===== config.mk =====
export PLATFORM = sky130hd
export DESIGN_NAME = hazard_ctrl
export DESIGN_NICKNAME = d
export VERILOG_FILES = /design/src/rtl/hzd_pkg.sv /design/src/rtl/fwd_unit.sv /design/src/rtl/load_use_det.sv /design/src/rtl/branch_seq.sv /design/src/rtl/hazard_ctrl.sv
export SDC_FILE = /design/constraint.sdc
export NUM_CORES = 1
export LEC_CHECK = 0
export ABC_AREA = 1
export BUFFER_PORTS_ARGS = -buffer_cell sky130_fd_sc_hd__buf_2
export CORE_MARGIN = 5
export CORE_UTILIZATION = 40
export CTS_BUF_LIST = sky130_fd_sc_hd__clkbuf_16
export DETAILED_ROUTE_END_ITERATION = 10
export GPL_TIMING_DRIVEN = 0
export PLACE_DENSITY = 0.8
export SETUP_SLACK_MARGIN = 0.4
export SLEW_MARGIN = 20
export SYNTH_ARGS = -nofsm -noshare
export SYNTH_HDL_FRONTEND = slang
export SYNTH_SLANG_ARGS = --single-unit

===== constraint.sdc =====
create_clock -name clk -period 1.3 [get_ports clk]
set_input_delay 0.195 -clock clk [delete_from_list [all_inputs] [get_ports clk]]
set_output_delay 0.195 -clock clk [all_outputs]
set_load 0.01 [all_outputs]

===== src/rtl/hzd_pkg.sv =====
package hzd_pkg;
    localparam int REGA_W = 5;

    typedef enum logic [1:0] {
        FWD_RF = 2'b00,
        FWD_MW = 2'b01,
        FWD_EM = 2'b10
    } fwd_sel_e;

    typedef struct packed {
        logic              we;
        logic [REGA_W-1:0] rd;
    } prod_t;

    // A producer feeds a source when it writes a nonzero register equal to it.
    function automatic logic prod_hits(prod_t p, logic [REGA_W-1:0] src);
        return p.we && (p.rd != '0) && (p.rd == src);
    endfunction

    // The younger producer (memory stage) wins over the older one.
    function automatic fwd_sel_e fwd_pick(logic [REGA_W-1:0] src, prod_t em, prod_t mw);
        if (prod_hits(em, src))      return FWD_EM;
        else if (prod_hits(mw, src)) return FWD_MW;
        else                         return FWD_RF;
    endfunction
endpackage


===== src/rtl/fwd_unit.sv =====
module fwd_unit
    import hzd_pkg::*;
#(
    parameter int N_SRC = 2
) (
    input  logic [N_SRC-1:0][REGA_W-1:0] srcs,
    input  prod_t                        em,
    input  prod_t                        mw,
    output logic [N_SRC-1:0][1:0]        sels
);
    for (genvar g = 0; g < N_SRC; g++) begin : g_src
        always_comb sels[g] = fwd_pick(srcs[g], em, mw);
    end
endmodule


===== src/rtl/load_use_det.sv =====
module load_use_det
    import hzd_pkg::*;
#(
    parameter int N_SRC = 2
) (
    input  logic [N_SRC-1:0][REGA_W-1:0] id_srcs,
    input  logic                         ex_load,
    input  logic [REGA_W-1:0]            ex_rd,
    output logic                         stall
);
    logic [N_SRC-1:0] hit;
    for (genvar g = 0; g < N_SRC; g++) begin : g_cmp
        always_comb hit[g] = ex_load && (ex_rd != '0) && (ex_rd == id_srcs[g]);
    end
    always_comb stall = |hit;
endmodule


===== src/rtl/branch_seq.sv =====
module branch_seq #(
    parameter int PENALTY = 3,
    localparam int CW = $clog2(PENALTY + 1)
) (
    input  logic clk,
    input  logic rst,
    input  logic id_is_branch,
    input  logic lu_stall,
    output logic busy,
    output logic freeze,
    output logic redirect
);
    logic [CW-1:0] cnt;
    logic          last;
    logic          start;

    always_comb begin
        busy     = (cnt != '0);
        last     = (cnt == CW'(1));
        start    = id_is_branch && !busy && !lu_stall;
        freeze   = busy && !last;
        redirect = last && !lu_stall;
    end

    always_ff @(posedge clk) begin
        if (rst)            cnt <= '0;
        else if (start)     cnt <= CW'(PENALTY);
        else if (freeze)    cnt <= cnt - CW'(1);
        else if (redirect)  cnt <= '0;
    end
endmodule


===== src/rtl/hazard_ctrl.sv =====
module hazard_ctrl
    import hzd_pkg::*;
#(
    parameter int BR_PENALTY = 3
) (
    input  logic       clk,
    input  logic       rst,
    input  logic [4:0] id_rs1,
    input  logic [4:0] id_rs2,
    input  logic       id_is_branch,
    input  logic [4:0] ex_rs1,
    input  logic [4:0] ex_rs2,
    input  logic [4:0] ex_rd,
    input  logic       ex_mem_read,
    input  logic [4:0] em_rd,
    input  logic       em_we,
    input  logic [4:0] mw_rd,
    input  logic       mw_we,
    output logic [1:0] fwd_a,
    output logic [1:0] fwd_b,
    output logic       pc_we,
    output logic       ifid_we,
    output logic       ex_bubble,
    output logic       pc_redirect
);
    logic [1:0][REGA_W-1:0] ex_srcs, id_srcs;
    logic [1:0][1:0]        sels;
    prod_t                  em_p, mw_p;
    logic                   lu_stall, br_busy, br_freeze, br_redirect;

    always_comb begin
        ex_srcs = {ex_rs2, ex_rs1};
        id_srcs = {id_rs2, id_rs1};
        em_p    = '{we: em_we, rd: em_rd};
        mw_p    = '{we: mw_we, rd: mw_rd};
    end

    fwd_unit #(.N_SRC(2)) u_fwd (
        .srcs(ex_srcs), .em(em_p), .mw(mw_p), .sels(sels)
    );

    load_use_det #(.N_SRC(2)) u_lu (
        .id_srcs(id_srcs), .ex_load(ex_mem_read), .ex_rd(ex_rd), .stall(lu_stall)
    );

    branch_seq #(.PENALTY(BR_PENALTY)) u_br (
        .clk(clk), .rst(rst), .id_is_branch(id_is_branch), .lu_stall(lu_stall),
        .busy(br_busy), .freeze(br_freeze), .redirect(br_redirect)
    );

    always_comb begin
        fwd_a       = sels[0];
        fwd_b       = sels[1];
        pc_we       = !lu_stall && !br_freeze;
        ifid_we     = !lu_stall && !br_freeze;
        ex_bubble   = lu_stall || br_busy;
        pc_redirect = br_redirect;
    end
endmodule


==> run metrics, run 1 <==
outcome=stopped before the end; Worst endpoint, post-GRT repair=pc_we; worst ep type=output port; Synth Register Bits=2; Die Wd=50.6 um; Synth Net Count=around 160; Distinct cells, synth=19; dpl ws=-0.142 ns; yosys warns=0; Die Height=around 51 um; Mapped Cells=approximately 120; synthesized area=around 660 um2; Ports=around 50; error message=[ERROR GRT-0232] Routing congestion too high. Check the congestion heatmap in the GUI.; total gr overflow=26; area post-placement=~950 um2; sequential share of the synthesized area=0.0608; row count=14; H-tree lvl count=1; Post-DP HPWL=between 1.5 and 2 mm; CTS root buffer=clkbuf_16; IO Port Bufs=48; TritonCTS Sinks=2; GRT Util Overall=0.521; Stopped at=global routing; syn avg cell area=5.63 um2; largest net degree at the start of global routing=7; cts hold-fix bufs=0; Longest Clk Path Bufs=2; Starting Density=0.427; CTS buffer count=3; final RePlAce weighted congestion=0.752
per-stage QoR:
step | setup TNS (ns) | utilization | cells
detailed placement | -0.314 | 0.615 | 181
floorplan | 0 | - | 117
global placement | -0.110 | 0.615 | 181
CTS | -0.0965 | 0.875 | 191
what timing repair did:
item | in CTS
endpoints found under the setup margin | 10
buffers inserted | 7
gates resized for setup | 63
pin swaps | 30
gates cloned | 0
endpoints found under the hold margin | 0
logic make-up after synthesis:
| logic type | count (synthesis) | synth area share |
|---|---|---|
| XOR/XNOR | 23 | 0.306 |
| buffers and inverters | 19 | 0.114 |
| flip-flops | 2 | 0.0608 |
| AO/OA/AOI/OAI | 3 | 0.0228 |
| AND/OR/NAND/NOR | 70 | 0.496 |
Yosys cell counts, drive strengths merged:
| master | count | area (um2) |
|---|---|---|
| nand2 | 37 | 141 |
| inv | 18 | 67.6 |
| nor2 | 14 | 60.1 |
| xnor2 | 13 | 114 |
| nand3 | 10 | 60.1 |
| xor2 | 10 | 87.6 |
| nor3 | 4 | 20.0 |
| dfxtp | 2 | 40.0 |
| nand4 | 2 | 12.5 |
| nor4 | 2 | 25.0 |
| o21ai | 2 | 10.0 |
| a21oi | 1 | 5.00 |
| buf | 1 | 7.51 |
| nor3b | 1 | 7.51 |
per-layer routing:
layer / overflow / global-route usage
met1: 0 / 0.486
met2: 17 / 0.698
met3: 0 / 0.302
met4: 9 / 0.660
met5: 0 / 0
==> run 2, diff against run 1 <==
--- a/config.mk
+++ b/config.mk
@@ -7,13 +7,11 @@
 export LEC_CHECK = 0
 export ABC_AREA = 1
 export BUFFER_PORTS_ARGS = -buffer_cell sky130_fd_sc_hd__buf_2
-export CORE_MARGIN = 5
-export CORE_UTILIZATION = 40
-export CTS_BUF_LIST = sky130_fd_sc_hd__clkbuf_16
+export CORE_AREA = 5 5 66 68
 export DETAILED_ROUTE_END_ITERATION = 10
+export DIE_AREA = 0 0 71 73
 export GPL_TIMING_DRIVEN = 0
-export PLACE_DENSITY = 0.8
-export SETUP_SLACK_MARGIN = 0.4
+export PLACE_DENSITY_LB_ADDON = 0.15
 export SLEW_MARGIN = 20
 export SYNTH_ARGS = -nofsm -noshare
 export SYNTH_HDL_FRONTEND = slang
==> run 2 against run 1 <==
Synthesized cell count unchanged; area after synthesis unchanged; the flow now finishes, with violations (negative setup slack).
==> run metrics, run 2 <==
outcome=complete, but fails checks; failing checks=negative setup slack; Fin Hold WS=between 0.15 and 0.2 ns; total gr overflow=0; flop-to-flop setup slack=about 0.35 ns; fin area=1350 um2; Largest Register=u_br.cnt; uppermost layer routed=met4; Longest Clk Path Bufs=2; Flop pwr share=0.103; iteration count of the initial detailed-routing pass=3; Die Height=roughly 73 um; Finish-stage setup viols=1; CTS buffer count=3; prevailing post-synth register cell=dfxtp_1; Slew HR=0.807; final hold violation count=0; Post-synth EDFFs=0; # nets final=approximately 220; Tmin final=roughly 1.3 ns; GRT Util Overall=0.0772; fraction of registers with async set/reset=0; Peak VDD IR=approximately 0.00014 V; yosys warns=0; Multi-input gate area=a little over 700 um2; TritonCTS Sinks=2; Clock power frac=0.323; Post-DP HPWL=~1.8 mm; Clock Latency Late Sink=roughly 0.21 ns; Max-cap violations=0; FMAX=roughly 760 MHz; final wirelength=~2.3 mm; first-pass GRT wire length=between 3 and 4 mm; max FFs per register=2; R2R Path Start=u_br.cnt[1]; detailed-route via count=slightly below 900; Met2 Wirelength=1.30 mm; Cell Pwr Density=553 nW/um2; post-layout util=0.355; CP top delay family=simple AND/OR/NAND/NOR gates; Die Area=5180 um2; vias per inst=between 3 and 4; clock skew=~0.0024 ns; met1 wire length=~780 um; Worst-path clk slew=roughly 0.030 ns; WS Path Type=in -> out; fill count=409; P_int=just under 0.5 mW; total power=0.745 mW; CTS tree=yes; routed wl met3=about 110 um; Arr. time, crit path=around 1.1 ns; Ports=49; synthesized area=approximately 660 um2; row count=23; Psw=roughly 0.25 mW; worst hold start=rst; Area growth syn-to-layout=105%; Mapped Cells=~120; Synth Net Count=158; Leak Pwr=approximately 0.67 nW; Starting Density=0.173; H-tree lvl count=1; combinational share of power=0.574; CP Max Fanout=3; Final period util=1.01; largest registers=u_br.cnt (2); Distinct cells, synth=19; final RePlAce weighted congestion=roughly 0.79; top cells by count, synth=nand2_1 (36), inv_1 (13), xnor2_1 (13), nor2_1 (11), xor2_1 (10); share of cells above drive strength 1=0.581; Antenna diodes=0; Synth Register Bits=2; DRC viols=0; Critical Path End Type=output pin; largest net degree at the start of global routing=7; CP required=between 1 and 1.5 ns; commonest cells after routing, fill and taps aside=nand2_1 (28), buf_2 (28), buf_6 (17); Starting DRT DRC Count=18; top cells by area, synth=nand2_1 (21%), xnor2_1 (17%), xor2_1 (13%), inv_1 (7.4%), nor2_1 (6.3%); area post-placement=961 um2; CP Cell Sequence=buf_2 -> inv_1 -> nand2_1 -> nand2_1 -> nor2_2 -> nand4_1 -> nand2_2 -> nor2_4 -> buf_6 -> buf_6; Worst Hold Class=in -> reg; Worst setup SP type=primary input; CP max-delay cell=nand4_1; Worst-Margin Slew=about 0.29 ns; vias in the first global route=848; remaining antenna violation count=0; Sequential cell area=40.0 um2; RSZ-0062 raised after global routing=true; R2R depth=5; syn avg cell area=5.63 um2; Hold Path Depth=2; area leader, netlist=nand2_1; antenna violations before repair=0; IO Port Bufs=between 40 and 50; worst setup margin=-0.00925 ns; Max stage delay on crit path=approximately 0.15 ns; Yosys top cell area share=0.205; cts hold-fix bufs=0; Die Wd=~70 um; Slew Limit Fails=0; drt wl/cell=slightly above 10 um; worst r2r dst=u_br.cnt[0]; Core Area=3800 um2; Hold Crit Endpoint=u_br.cnt[1]; Sw Ratio=0.341; CTS root buffer=clkbuf_8; most frequent cell after synthesis=nand2_1; sequential share of the synthesized area=0.0608; WP buf/inv=4
-- run 2: cell counts after synthesis --
No cell type changed its count.
-- run 2: cell type report --
cell class              count  area share
inverters                  18      0.0557
plain buffers               1     0.00836
multi-input cells          96       0.526
flip-flops and latches      2      0.0297
clock buffers               3      0.0306
well taps                  50      0.0464
repair buffers             52       0.303
-- run 2: per-layer routing --
metal	vias up	GRT usage
li1	471	-
met1	372	0.0868
met2	18	0.149
met3	6	0.0138
met4	0	0.0188
met5	-	0
-- run 2: cells by family after synthesis --
kind of cell	after synthesis	synth area share
AND/OR/NAND/NOR	70	0.496
XOR/XNOR	23	0.306
buffers and inverters	19	0.114
AO/OA/AOI/OAI	3	0.0228
flip-flops	2	0.0608
-- run 2: repair_timing --
item,4_1_cts,5_1_grt
resized for setup,23,55
cloned,0,0
setup endpoints to repair,5,6
hold endpoints to repair,0,0
pin swaps,13,28
setup buffers,3,1
-- run 2: worst max path at each step --
stage | startpoint | cells past startpoint | slack (ns) | to
6_report | id_rs2[4] | 10 | -0.009 | pc_we
5_1_grt | ex_rd[2] | 9 | -0.07 | pc_we
4_1_cts | ex_rd[1] | 11 | -0.03 | pc_we
3_5_place_dp | ex_rd[2] | 9 | -0.12 | pc_we
3_3_place_gp | ex_rd[2] | 9 | -0.12 | pc_we
2_1_floorplan | ex_rd[2] | 8 | 0.14 | pc_we
-- run 2: power groups by stage --
stage	clock network (mW)	registers [mW]	logic, mW
after CTS	0.249	0.0765	0.346
after global placement	0	0.0759	0.298
after floorplan	0	0.0744	0.167
after detailed placement	0	0.0763	0.300
after global routing	0.256	0.0771	0.469
final	0.240	0.0769	0.428
-- run 2: per-stage QoR --
stage | TNS [ns] | setup slack, ns | instances
finish | -0.00925 | -0.00925 | 222
global route | -0.164 | -0.0706 | 222
CTS | -0.0674 | -0.0340 | 221
detailed placement | -0.304 | -0.124 | 215
global placement | -0.307 | -0.123 | 215
floorplan | 0 | 0.144 | 117
(Power assumes the default switching activity.)
